--- config.mk ---
export PLATFORM = sky130hd
export DESIGN_NAME = sock_irq_agg
export DESIGN_NICKNAME = d
export VERILOG_FILES = /design/src/rtl/sia_pkg.sv /design/src/rtl/sia_sock_stat.sv /design/src/rtl/sia_hold_timer.sv /design/src/rtl/sock_irq_agg.sv
export SDC_FILE = /design/constraint.sdc
export NUM_CORES = 1
export LEC_CHECK = 0
export BUFFER_PORTS_ARGS = -buffer_cell sky130_fd_sc_hd__buf_2
export CAP_MARGIN = 40
export CELL_PAD_IN_SITES_DETAIL_PLACEMENT = 1
export CELL_PAD_IN_SITES_GLOBAL_PLACEMENT = 1
export CORE_MARGIN = 3
export CORE_UTILIZATION = 40
export DETAILED_ROUTE_END_ITERATION = 6
export GPL_ROUTABILITY_DRIVEN = 0
export HOLD_SLACK_MARGIN = 0.03
export PLACE_DENSITY = 0.81
export SLEW_MARGIN = 20
export SYNTH_ARGS = -nofsm -noshare
export SYNTH_HDL_FRONTEND = slang
export SYNTH_SLANG_ARGS = --single-unit
--- constraint.sdc ---
create_clock -name clk -period 3.4 [get_ports clk]
set_input_delay 0.17 -clock clk [delete_from_list [all_inputs] [get_ports clk]]
set_output_delay 0.17 -clock clk [all_outputs]
set_load 0.02 [all_outputs]
--- src/rtl/sia_pkg.sv ---
package sia_pkg;
  typedef enum logic [1:0] {
    LINE_IDLE = 2'd0,
    LINE_ACT  = 2'd1,
    LINE_HOLD = 2'd2
  } line_st_t;
endpackage

--- src/rtl/sia_sock_stat.sv ---
module sia_sock_stat #(
  parameter int unsigned W = 8
) (
  input  logic         clk,
  input  logic         rst,
  input  logic [W-1:0] evt,
  input  logic         clr_we,
  input  logic [W-1:0] clr_mask,
  output logic [W-1:0] stat,
  output logic         pend
);
  logic [W-1:0] clr_eff;

  assign clr_eff = clr_we ? clr_mask : '0;

  always_ff @(posedge clk) begin
    if (rst) stat <= '0;
    else     stat <= (stat & ~clr_eff) | evt;
  end

  assign pend = |stat;

  // an event bit is set after the edge, whatever the clear did
  p_evt_sets_r4: assert property (@(posedge clk) disable iff (rst)
    (evt != '0) |=> ((stat & $past(evt)) == $past(evt)));

  // bits written as one without a competing event are cleared
  p_w1c_r3: assert property (@(posedge clk) disable iff (rst)
    clr_we |=> ((stat & $past(clr_mask & ~evt)) == '0));
endmodule

--- src/rtl/sia_hold_timer.sv ---
module sia_hold_timer
  import sia_pkg::*;
#(
  parameter int unsigned IVL_W = 16,
  parameter int unsigned PRESC = 4
) (
  input  logic             clk,
  input  logic             rst,
  input  logic             pend_any,
  input  logic [IVL_W-1:0] ivl,
  output logic             irq_n
);
  localparam int unsigned CNT_W = IVL_W + $clog2(PRESC) + 1;

  line_st_t   st;
  logic [CNT_W-1:0] cnt;
  logic [CNT_W-1:0] load_val;

  assign load_val = (CNT_W'(ivl) + CNT_W'(1)) * CNT_W'(PRESC) - CNT_W'(1);

  always_ff @(posedge clk) begin
    if (rst) begin
      st    <= LINE_IDLE;
      cnt   <= '0;
      irq_n <= 1'b1;
    end else begin
      unique case (st)
        LINE_IDLE: begin
          if (pend_any) begin
            st    <= LINE_ACT;
            irq_n <= 1'b0;
          end
        end
        LINE_ACT: begin
          if (!pend_any) begin
            st    <= LINE_HOLD;
            irq_n <= 1'b1;
            cnt   <= load_val;
          end
        end
        LINE_HOLD: begin
          if (cnt == '0) begin
            if (pend_any) begin
              st    <= LINE_ACT;
              irq_n <= 1'b0;
            end else begin
              st <= LINE_IDLE;
            end
          end else begin
            cnt <= cnt - CNT_W'(1);
          end
        end
        default: begin
          st    <= LINE_IDLE;
          irq_n <= 1'b1;
        end
      endcase
    end
  end

  // with nothing pending, a low line is released at the next edge
  p_release_r7: assert property (@(posedge clk) disable iff (rst)
    (!irq_n && !pend_any) |=> irq_n);

  // a low line always has pending work behind it
  p_low_has_pend_r6: assert property (@(posedge clk) disable iff (rst)
    $fell(irq_n) |-> $past(pend_any));

  // outside the hold window, pending work pulls the line low at once
  p_assert_idle_r6: assert property (@(posedge clk) disable iff (rst)
    (st == LINE_IDLE && pend_any) |=> !irq_n);

  // a rising line always starts a hold window
  p_rise_holds_r8: assert property (@(posedge clk) disable iff (rst)
    $rose(irq_n) |-> (st == LINE_HOLD));
endmodule

--- src/rtl/sock_irq_agg.sv ---
module sock_irq_agg #(
  parameter int unsigned NUM_SOCK = 8,
  parameter int unsigned DATA_W   = 8,
  parameter int unsigned IVL_W    = 16,
  parameter int unsigned ADDR_W   = 4,
  parameter int unsigned PRESC    = 4,
  parameter logic [IVL_W-1:0] IVL_RST = 16'h000F
) (
  input  logic                         clk,
  input  logic                         rst,
  input  logic [NUM_SOCK*DATA_W-1:0]   evt_set,
  input  logic                         bus_wr,
  input  logic                         bus_rd,
  input  logic [ADDR_W-1:0]            bus_addr,
  input  logic [DATA_W-1:0]            bus_wdata,
  output logic [DATA_W-1:0]            bus_rdata,
  output logic                         irq_n
);
  localparam int unsigned SEL_W     = $clog2(NUM_SOCK);
  localparam int unsigned IVL_BYTES = IVL_W / DATA_W;
  localparam int unsigned A_SUM     = NUM_SOCK;
  localparam int unsigned A_IVL     = NUM_SOCK + 1;
  localparam int unsigned A_LAST    = A_IVL + IVL_BYTES - 1;

  logic [DATA_W-1:0]   stat_arr [NUM_SOCK];
  logic [NUM_SOCK-1:0] summary;
  logic [IVL_W-1:0]    ivl_q;

  for (genvar g = 0; g < NUM_SOCK; g++) begin : g_sock
    sia_sock_stat #(.W(DATA_W)) u_stat (
      .clk      (clk),
      .rst      (rst),
      .evt      (evt_set[g*DATA_W +: DATA_W]),
      .clr_we   (bus_wr && (bus_addr == ADDR_W'(g))),
      .clr_mask (bus_wdata),
      .stat     (stat_arr[g]),
      .pend     (summary[g])
    );
  end

  always_ff @(posedge clk) begin
    if (rst) begin
      ivl_q <= IVL_RST;
    end else if (bus_wr) begin
      for (int b = 0; b < IVL_BYTES; b++) begin
        if (bus_addr == ADDR_W'(A_IVL + b)) ivl_q[b*DATA_W +: DATA_W] <= bus_wdata;
      end
    end
  end

  always_ff @(posedge clk) begin
    if (rst) begin
      bus_rdata <= '0;
    end else if (bus_rd) begin
      bus_rdata <= '0;
      if (bus_addr < ADDR_W'(NUM_SOCK)) begin
        bus_rdata <= stat_arr[bus_addr[SEL_W-1:0]];
      end else if (bus_addr == ADDR_W'(A_SUM)) begin
        bus_rdata <= DATA_W'(summary);
      end else begin
        for (int b = 0; b < IVL_BYTES; b++) begin
          if (bus_addr == ADDR_W'(A_IVL + b)) bus_rdata <= ivl_q[b*DATA_W +: DATA_W];
        end
      end
    end
  end

  sia_hold_timer #(.IVL_W(IVL_W), .PRESC(PRESC)) u_timer (
    .clk      (clk),
    .rst      (rst),
    .pend_any (|summary),
    .ivl      (ivl_q),
    .irq_n    (irq_n)
  );

  // a summary-address write with no events leaves the summary alone
  p_sum_ro_r5: assert property (@(posedge clk) disable iff (rst)
    (bus_wr && bus_addr == ADDR_W'(A_SUM) && evt_set == '0) |=> (summary == $past(summary)));

  // reads beyond the map return zero
  p_unmapped_r10: assert property (@(posedge clk) disable iff (rst)
    (bus_rd && bus_addr > ADDR_W'(A_LAST)) |=> (bus_rdata == '0));

  // read data only changes on a read
  p_rd_hold_r10: assert property (@(posedge clk) disable iff (rst)
    !bus_rd |=> $stable(bus_rdata));
endmodule

* After elaboration in Yosys (flattened, before gate mapping)
Cells that the tools add are included.
Storage, ports and cells: register bits after elaboration 110, latch bits 0, bits in writable memories 0, ROM bits 0, bits of input ports 80, output and inout bits 9, logic and storage cells 113, memories kept 0
Operators by class: add/subtract/negate cells 3, $mul 0, div/mod/pow operators 0, magnitude comparators 2, equal/unequal tests 16, shift-type cells 0, multiplexer cells 27, bitwise gates (word level) 25, reduce and logical (&&, ||, !) cells 26
Operators with widths (count):
- $mux 8 | 14
- $and 8x8->8 | 8
- $not 8->8 | 8
- $or 8x8->8 | 8
- $reduce_or 64->1 | 1
- $reduce_or 8->1 | 8
- $mux 19 | 2
- $pmux 19 s2 | 1
- $sub 19x1->19 const B | 2
- $bmux 8 s3 | 1
- $logic_not 19->1 | 1
- $add 16x1->17 const B | 1
- $eq 4x3->1 const B | 4
- $eq 4x4->1 const B | 3
- $eq 4x2->1 const B | 2
- $logic_and 1x1->1 | 8
- $mux 2 | 3
- $pmux 2 s3 | 1
- $reduce_and 2->1 | 3
- $reduce_and 3->1 | 2
- $eq 4x1->1 const B | 1
- $ge 4x4->1 const B | 1
- $logic_not 4->1 | 1
- $lt 4x4->1 const B | 1
- other kinds (9) | 14

* Longest topological paths before layout
Gate-level depths: netlist (run 1).
word-level depth 6, depth in mapped cells 10, gate-level depth less buffers 9

* Modules after synthesis
From an unflattened synthesis (run 1), not the netlist that was laid out.
Second synthesis, totals: cells, all modules 751, area total of the unflattened synthesis 6876.6 µm²
By module, submodules not included:
- sia_sock_stat | times used 8, cells each 37, area each 375.4 µm², sequential area each 160.2 µm²
- sia_hold_timer | times used 1, cells each 287, area each 2174.6 µm², sequential area each 440.4 µm²
- sock_irq_agg | times used 1, cells each 168, area each 1699.1 µm², sequential area each 480.5 µm²

* Worst setup path after synthesis (run 1)
OpenSTA, ideal clock, no wires.
kind reg-to-reg, from register g_sock[1].u_stat.stat[4], to register u_timer.cnt[10], library setup time 0.128 ns, arrival 2.239 ns, required time 3.272 ns, path slack 1.033 ns, cell stages (with the launch flop) 8, path buffers 0, period minus slack after synthesis 2.367 ns, cell sequence dfxtp_1 -> or4_4 -> nor4_2 -> a41oi_2 -> a311oi_4 -> nand2_1 -> a222oi_1 -> nor2_1
On the way: word-level cells in the longest chain between the ends 3
RTL lines:
- start, declared | line sia_sock_stat.sv:9 | output logic [W-1:0] stat,
- start signal, assigned | line sia_sock_stat.sv:18 | else stat <= (stat & ~clr_eff) | evt;
- $reduce_or 64->1 | line sock_irq_agg.sv:71 | .pend_any (|summary),
- $ne 2x2->1 (no line)
- $reduce_and 3->1 (no line)
- end signal, assigned | line sia_hold_timer.sv:38 | cnt <= load_val;
- end signal, assigned | line sia_hold_timer.sv:50 | cnt <= cnt - CNT_W'(1);
- end, declared | line sia_hold_timer.sv:16 | logic [CNT_W-1:0] cnt;
Every way passes these cells. A chain may end at the register's enable or synchronous reset.

* Worst setup path in the final report (run 1)
from register ivl_q[4], to register u_timer.cnt[16]
On the way: word-level cells in the longest chain between the ends 4
RTL lines:
- start, declared | line sock_irq_agg.sv:27 | logic [IVL_W-1:0] ivl_q;
- start signal, assigned by index | line sock_irq_agg.sv:46 | if (bus_addr == ADDR_W'(A_IVL + b)) ivl_q[b*DATA_W +: DATA_W] <= bus_wdata;
- $add 16x1->17 | line sia_hold_timer.sv:19 | assign load_val = (CNT_W'(ivl) + CNT_W'(1)) * CNT_W'(PRESC) - CNT_W'(1);
- $sub 19x1->19 | line sia_hold_timer.sv:19
- $mux 19 | line sia_hold_timer.sv:35 | if (!pend_any) begin
- $pmux 19 s2 | line sia_hold_timer.sv:27 | unique case (st)
Every way passes these cells. The select of a mux whose other input is x is not followed.

==> key figures, run 1 <==
CTS
  • Worst-Skew Late Latency: 0.36 ns
  • Clock Sink Count: 110
  • Clock Tree Buf Depth: 2
  • CTS clk-pin slew, worst paths: 0.08 ns
  • CTS H-tree depth: 3
  • Post-cts sizing count: 0
  • CTS buffer count: 9
  • CTS Root Cell: clkbuf_16
  • CTS tree: built

GRT
  • Largest net degree at the start of global routing: 53
  • Number of antenna violations at the first check in global routing: 1
  • First-pass GRT wire length: 35100 µm
  • Total track usage: 25.1%
  • Overflow after GRT: 0
  • Vias in the first global route: 6653

Detailed routing
  • DR WL/cell: 19.9 µm
  • Via density: 5.79
  • Drt drc: 0
  • Remaining antenna violation count: 0
  • 1st-iter DRT viols: 352
  • Total wire length: 21800 µm
  • DRT Pass-1 Iters: 5
  • DR vias: 6353

Timing
  • Min Hold Slack: 0.0379 ns
  • Final setup vio count: 0
  • Setup slack after layout: 0.508 ns
  • Setup TNS: 0 ns
  • Max Fclk: 0.346 GHz
  • Min cycle time layout: 2.89 ns
  • Final Max Tran Viols: 0
  • Skew final: 0.0103 ns
  • Slew HR: 41.5%
  • Final Hold Viols: 0
  • RSZ-0062 raised after global routing: false
  • Worst slew pin tran: 0.870 ns
  • Final Cycle Share: 85.1%

Power and ir drop
  • Leak: 2.96 nW
  • Sw Ratio: 37.6%
  • Clock Power Share: 26.5%
  • Cell-internal power: 0.00255 W
  • Combinational share of power: 34.6%
  • Sw power: 0.00154 W
  • PnR Total Power: 0.00408 W
  • Power Dens Cells: 531 nW/µm²
  • Sequential cell fraction of total power: 38.9%
  • Largest vdd supply drop: 0.335 mV

Floorplan
  • Die Ht: 131 µm
  • Initial Util: 41.1%
  • DIE AREA: 17200 µm²
  • Core footprint: 15300 µm²
  • IO Count: 89
  • Die Wd: 131 µm
  • Row cnt: 45

Placement
  • DP Worst Slack: 0.544 ns
  • DP HPWL: 14800 µm
  • PortBufs: 88

Worst hold path
  • Hold Path Class: input port to flip-flop
  • Hold_sp: evt_set[15]

Worst setup path
  • Critical path startpoint category: flip-flop
  • CP startpoint: ivl_q[4]
  • Crit-path max FO: 11
  • WP data required: 3.65 ns
  • Reg-to-reg startpoint: ivl_q[4]
  • Crit path DAT: 3.14 ns
  • WS Path Type: flip-flop to flip-flop
  • Crit. End Element: flip-flop

Layout
  • Most frequent cells in the layout: dfxtp_1, nor2_1, nand2_1
  • Post-Route Utilization: 50.3%
  • Most common cell after layout, fill and taps aside: dfxtp_1
  • Area growth from synthesis to layout: 22.5%
  • Share of post-route cells with drive strength above 1: 19.0%
  • Nets: 969

Logic synthesis
  • Yosys cell types: 65
  • Post-synth EDFFs: 0
  • Post-synth ARST share: 0%
  • Mapped Nets: 863
  • Post-Syn Area: 6270 µm²
  • Gate Count Post-Synth: 775
  • Ys Warns: 0
  • FF+latch count, synth: 110
  • Top_reg_cell synth: dfxtp_1
  • Synthesized area per cell: 8.09 µm²
  • Register area share after synthesis: 35.1%

Job
  • Max-Cap Viols: 0

Status
  • Status: completed
-- flip-flops by register name, summed over array words and instances (netlist names) --
register            cells
u_timer.st              2
bus_rdata               8
u_timer.irq_n           1
ivl_q                  16
u_timer.cnt            19
g_sock.u_stat.stat     64
-- metrics by stage --
step                area (µm²)  instances
global route              7680       1098
global placement          6920       1037
floorplan                 6270        775
finish                    7680       1098
detailed placement        6920       1037
CTS                       7650       1096
-- final timing paths --
path | endpoint | slack (ns) | depth (start not counted)
setup reg to reg | u_timer.cnt[16] | 0.51 | 7
setup / recovery | u_timer.cnt[16] | 0.51 | 7
hold reg to reg | u_timer.cnt[6] | 0.46 | 2
hold / removal | g_sock[1].u_stat.stat[7] | 0.04 | 3
-- cell usage after synthesis (9+ instances only) --
master	count	share of area (%)
buf_1	15	0.90
or4_1	10	1.2
a31oi_1	10	1.0
a21oi_1	88	7.0
a211oi_1	10	1.2
nand3_1	15	1.2
nor2_1	106	6.3
nand2_1	102	6.1
nor3_1	30	2.4
mux4_2	16	5.7
o221ai_1	10	1.4
inv_1	14	0.84
o21ai_0	18	1.4
mux2i_1	28	4.5
nor4_1	9	0.90
clkbuf_1	41	2.5
dfxtp_1	110	35
xnor2_1	17	2.4
-- power groups by stage --
stage | clock (W) | combinational [W] | sequential, W
floorplan | 0 | 0.000961 | 0.00157
detailed placement | 0 | 0.00135 | 0.00161
finish | 0.00108 | 0.00141 | 0.00159
CTS | 0.00110 | 0.00140 | 0.00158
global route | 0.00114 | 0.00158 | 0.00161
global placement | 0 | 0.00131 | 0.00160
-- layout make-up --
class	count	area (µm²)
fill	1847	7580
multi-input combinational	590	3780
sequential	110	2200
timing repair buffer	156	1080
tap	211	264
clock buffer	11	253
inverter	14	52.6
clock inverter	5	50.0
antenna	1	2.50
-- per-layer routing --
metal / vias up / wire (µm) / GRT usage [%]
met2: 167 / 10900 / 43.9
met1: 3122 / 9190 / 30.6
li1: 3016 / - / -
met3: 48 / 992 / 4.75
met4: 0 / 704 / 9.80
met5: - / 0 / 0
-- critical path: stages, from the launching register on --
cell and delay (ns):
dfxtp_1 0.60, nand4_1 0.36, nor3_1 0.65, mux2i_1 0.34, nand3_1 0.19, o41ai_2 0.28
mux2i_1 0.27, nor3_1 0.08
-- cell families after synthesis --
kind of cell	Yosys count	synth area share (%)
AND/OR/NAND/NOR	337	26.6
AO/OA/AOI/OAI	179	18.6
adder cells (fa/ha/maj)	8	1.60
flip-flops	110	35.1
XOR/XNOR	21	2.93
buffers and inverters	75	4.73
multiplexers	45	10.4
-- what timing repair did --
item | in CTS | in global routing
hold endpoints to repair | 43 | 0
buffers inserted | 0 | 0
hold buffers | 43 | 0
(Power assumes the default switching activity.)
==> run 2, diff against run 1 <==
Settings changed: CORE_ASPECT_RATIO set to 0.9, CTS_CLUSTER_DIAMETER set to 80.
==> run 2 against run 1 <==
Effect of this change:
- total power fell by 0.61%
- critical endpoint is now u_timer.cnt[13]
- clock skew is 0.00099 ns lower
- sequential share of layout area up 0.44 points
- count of clock-buffer cells in the layout fell by 1
- worst hold slack worse by 0.0045 ns
- combinational power about the same
- first-iteration DRC count grew 24%
- sequential cell count is the same
- register-to-register slack got worse by 0.03 ns
- final cell count shrank 2.1%
- global-route usage is 0.66 points higher
==> key figures, run 2 (synthesis gave the netlist of run 1 again) <==
Timing
  • Final Cycle Share: 85.9%
  • Slew HR: 42.7%
  • Min cycle time layout: 2.92 ns
  • RSZ-0062 raised after global routing: false
  • Worst slew pin tran: 0.853 ns
  • Skew final: 0.00927 ns
  • Setup TNS: 0 ns
  • Final Hold Viols: 0
  • Final setup vio count: 0
  • Final Max Tran Viols: 0
  • Max Fclk: 0.343 GHz

Detailed routing
  • Total wire length: 22200 µm
  • Top Metal Used: met4
  • Met3 Wirelength: 1120 µm
  • Routed wl met2: 11000 µm
  • Wl on met1: 9400 µm
  • DR WL/cell: 20.7 µm
  • DRT Pass-1 Iters: 5
  • Remaining antenna violation count: 0
  • 1st-iter DRT viols: 438
  • Via density: 6.00
  • DR vias: 6452
  • Drt drc: 0

Power and ir drop
  • Power Dens Cells: 536 nW/µm²
  • Largest vdd supply drop: 0.503 mV
  • Leak: 2.91 nW

CTS
  • Worst-Skew Late Latency: 0.36 ns
  • CTS tree: built
  • CTS buffer count: 9
  • Clock Sink Count: 110
  • CTS H-tree depth: 3
  • CTS clk-pin slew, worst paths: 0.08 ns
  • Clock Tree Buf Depth: 2
  • Post-CTS setup buffers: 0
  • CTS Root Cell: clkbuf_16

GRT
  • Number of antenna violations at the first check in global routing: 2
  • Vias in the first global route: 6636
  • Overflow after GRT: 0
  • First-pass GRT wire length: 35200 µm
  • Total track usage: 25.8%
  • Largest net degree at the start of global routing: 53

Worst setup path
  • Slowest CP cell: dfxtp_1
  • Most frequent CP cell: a211oi_1
  • WS Path Type: flip-flop to flip-flop
  • Reg2Reg Setup Slack: 0.48 ns
  • Crit-path max FO: 15
  • Critical path startpoint category: flip-flop
  • Crit. End Element: flip-flop
  • WP data required: 3.68 ns
  • Critical-path cell list: ha_2 > xnor2_1 > nand3_1 > a211oi_1 > nand2_1 > a311oi_1 > nor3b_1 > a211oi_1
  • Max incr delay on CP: 0.59 ns
  • Crit path DAT: 3.20 ns

Worst hold path
  • Hold Path Class: input port to flip-flop

Layout
  • Share of post-route cells with drive strength above 1: 18.7%
  • Post-Route Utilization: 50.3%
  • Most frequent cells in the layout: dfxtp_1, nor2_1, nand2_1
  • Nets: 958
  • Area growth from synthesis to layout: 20.7%
  • Top reg by flops: g_sock.u_stat.stat
  • Largest regs: g_sock.u_stat.stat: 64 flops, u_timer.cnt: 19 flops, ivl_q: 16 flops
  • Max reg flops: 64
  • Most common cell after layout, fill and taps aside: dfxtp_1

Placement
  • PortBufs: 88
  • DP HPWL: 15700 µm

Floorplan
  • Initial Util: 41.7%
  • Die Ht: 125 µm
  • IO Count: 89
  • Row cnt: 42
  • DIE AREA: 17200 µm²
  • Core footprint: 15000 µm²
  • Die Wd: 138 µm

Status
  • Status: completed

Job
  • Max-Cap Viols: 0
-- run 2: layer usage --
metal	up-vias	track usage, %
li1	2986	-
met1	3181	32.1
met2	228	43.7
met3	57	5.09
met4	0	9.59
met5	-	0
-- run 2: worst max-delay path: cells and delay by family (launching register included) --
| kind | cells | cell delay, ns |
|---|---|---|
| XOR/XNOR | 1 | 0.29 |
| flip-flops | 1 | 0.59 |
| AND/OR/NAND/NOR | 3 | 0.47 |
| AO/OA/AOI/OAI | 3 | 1.02 |
| adder cells (fa/ha/maj) | 1 | 0.46 |
-- run 2: metrics by stage --
stage                     hold slack, ns  area [µm²]  cells  total power (W)  worst slack [ns]
after global placement             0.373        6850   1018          0.00284             0.561
after detailed placement           0.386        6870   1019          0.00295             0.363
after floorplan                    0.287        6270    775          0.00253              1.03
final                             0.0334        7560   1075          0.00406             0.481
after global routing              0.0348        7560   1075          0.00428             0.129
after CTS                         0.0306        7540   1072          0.00405             0.361
-- run 2: cell type report --
type	count	area, µm²
fill	1837	7460
multi-input combinational	590	3780
sequential	110	2200
timing repair buffer	145	986
tap	198	248
clock buffer	10	239
clock inverter	6	53.8
inverter	14	52.6
antenna	2	5.00
-- run 2: worst paths after layout --
kind | depth (start not counted) | from | endpoint
setup / recovery | 8 | ivl_q[1] | u_timer.cnt[13]
hold reg to reg | 2 | u_timer.cnt[6] | u_timer.cnt[6]
hold / removal | 3 | evt_set[48] | g_sock[6].u_stat.stat[0]
setup reg to reg | 8 | ivl_q[1] | u_timer.cnt[13]
-- run 2: what timing repair did --
action | CTS | global route
endpoints found under the hold margin | 37 | 0
hold buffers | 37 | 0
setup endpoints to repair | 0 | 1
resized for setup | 0 | 1
-- run 2: power by group --
group / switching (W) / total [W] / leakage (nW) / internal, W
Combinational: 0.000872 / 0.00140 / 1.86 / 0.000525
Clock: 0.000539 / 0.00107 / 0.144 / 0.000530
Sequential: 0.000157 / 0.00159 / 0.912 / 0.00143
Total: 0.00157 / 0.00406 / 2.91 / 0.00249
==> run 3, diff against run 2 <==
==> constraint.sdc (replaced) <==
create_clock -name clk -period 3.4 [get_ports clk]
set_input_delay 0.34 -clock clk [delete_from_list [all_inputs] [get_ports clk]]
set_output_delay 0.34 -clock clk [all_outputs]
set_load 0.02 [all_outputs]
==> run 3 against run 2 <==
Effect of this change:
- critical path depth unchanged
- first-iteration DRC count grew 8.2%
- final cell count shrank 3.4%
- sequential share of layout area is 1.5 points higher
- die area is the same
- clock power up 6%
- sequential cell count did not move
- highest routed layer unchanged
- register-to-register slack worse by 0.07 ns
- final area shrank 4.8%
==> key figures, run 3 (synthesis gave the netlist of run 1 again) <==
Worst setup path
  • WS Path Type: flip-flop to flip-flop
  • Crit-path max FO: 15
  • Reg2Reg Setup Slack: 0.41 ns
  • Crit. End Element: flip-flop
  • Critical path startpoint category: flip-flop
  • WP data required: 3.67 ns
  • Crit path DAT: 3.27 ns

Detailed routing
  • Wl on met1: 9200 µm
  • Remaining antenna violation count: 0
  • Top Metal Used: met4
  • DR WL/cell: 21.2 µm
  • 1st-iter DRT viols: 474
  • Drt drc: 0
  • DRT Pass-1 Iters: 4
  • Via density: 6.03
  • Total wire length: 22000 µm
  • Routed wl met2: 10900 µm
  • Met3 Wirelength: 1150 µm
  • DR vias: 6255

Job
  • Max-Cap Viols: 0

Timing
  • Final Hold Viols: 0
  • Skew final: 0.00945 ns
  • Slew HR: 46.1%
  • Setup slack after layout: 0.406 ns
  • RSZ-0062 raised after global routing: false
  • Min cycle time layout: 2.99 ns
  • Final Max Tran Viols: 0
  • Setup TNS: 0 ns
  • Final setup vio count: 0
  • Final Cycle Share: 88.1%
  • Max Fclk: 0.334 GHz
  • Worst slew pin tran: 0.802 ns

CTS
  • Clock Tree Buf Depth: 2
  • CTS Root Cell: clkbuf_16
  • CTS clk-pin slew, worst paths: 0.08 ns
  • Clock Sink Count: 110
  • CTS tree: built
  • CTS buffer count: 9
  • CTS H-tree depth: 3
  • Worst-Skew Late Latency: 0.37 ns

Placement
  • Inst Count DP: 1019
  • DP Worst Slack: 0.225 ns
  • PortBufs: 88
  • DP HPWL: 15900 µm

Power and ir drop
  • Largest vdd supply drop: 0.339 mV
  • Power Dens Cells: 566 nW/µm²
  • PnR Total Power: 0.00408 W
  • Leak: 2.77 nW

Layout
  • Most frequent cells in the layout: dfxtp_1, nor2_1, nand2_1
  • Share of post-route cells with drive strength above 1: 19.6%
  • Final non-filler cell total: 1038
  • Reg area: 2200 µm²
  • Post-Route Utilization: 47.9%
  • Max reg flops: 64
  • Filler cell count: 1864
  • Multi-input gate area: 3780 µm²
  • Area growth from synthesis to layout: 14.9%
  • Largest regs: g_sock.u_stat.stat: 64 flops, u_timer.cnt: 19 flops, ivl_q: 16 flops
  • Nets: 922
  • Most common cell after layout, fill and taps aside: dfxtp_1
  • Top reg by flops: g_sock.u_stat.stat

Floorplan
  • DIE AREA: 17200 µm²
  • Core footprint: 15000 µm²
  • IO Count: 89
  • Die Wd: 138 µm
  • Row cnt: 42
  • Die Ht: 125 µm
  • Initial Util: 41.7%

GRT
  • First-pass GRT wire length: 34800 µm
  • Vias in the first global route: 6498
  • Total track usage: 25.7%
  • Number of antenna violations at the first check in global routing: 2
  • Overflow after GRT: 0
  • Largest net degree at the start of global routing: 61

Status
  • Status: completed

Worst hold path
  • Hold Path Class: input port to flip-flop
## run 3: cell type report
class / instances / share of cell area [%]
Antenna cell: 2 / 0.0695
Clock buffer: 10 / 3.32
Clock inverter: 5 / 0.921
Inverter: 14 / 0.730
Multi-Input combinational cell: 590 / 52.5
Sequential cell: 110 / 30.6
Tap cell: 198 / 3.44
Timing Repair Buffer: 109 / 8.44
## run 3: report_power, final
part	switching, W	internal [W]
combinational	0.000858	0.000502
sequential	0.000156	0.00143
clock	0.000533	0.000598
total	0.00155	0.00253
## run 3: worst paths after layout
check	from	endpoint	cells past startpoint
setup / recovery	ivl_q[1]	u_timer.cnt[13]	8
hold / removal	evt_set[63]	g_sock[7].u_stat.stat[7]	3
setup reg to reg	ivl_q[1]	u_timer.cnt[13]	8
hold reg to reg	bus_rdata[6]	bus_rdata[6]	1
## run 3: critical path, cell delays in order, from the launching register on
cell,delay (ns)
dfxtp_1,0.58
ha_1,0.58
xnor2_1,0.28
nand3_1,0.20
a211oi_2,0.41
nand2_1,0.20
a311oi_1,0.34
nor3b_1,0.09
a211oi_1,0.21
## run 3: layer usage
layer,track usage (%),up-vias
li1,-,2916
met1,31.9,3071
met2,42.6,209
met3,5.33,59
met4,11.3,0
met5,0,-
## run 3: metrics by stage
| step | area [µm²] | hold WS, ns |
|---|---|---|
| 6_report | 7200 | 0.172 |
| 5_1_grt | 7200 | 0.172 |
| 4_1_cts | 7170 | 0.169 |
| 3_5_place_dp | 6860 | 0.466 |
| 3_3_place_gp | 6860 | 0.441 |
| 2_1_floorplan | 6270 | 0.432 |
## run 3: timing repair
action	CTS	global route
buffers inserted	0	0
hold buffers	0	0
resized for setup	0	1
endpoints found under the setup margin	0	1
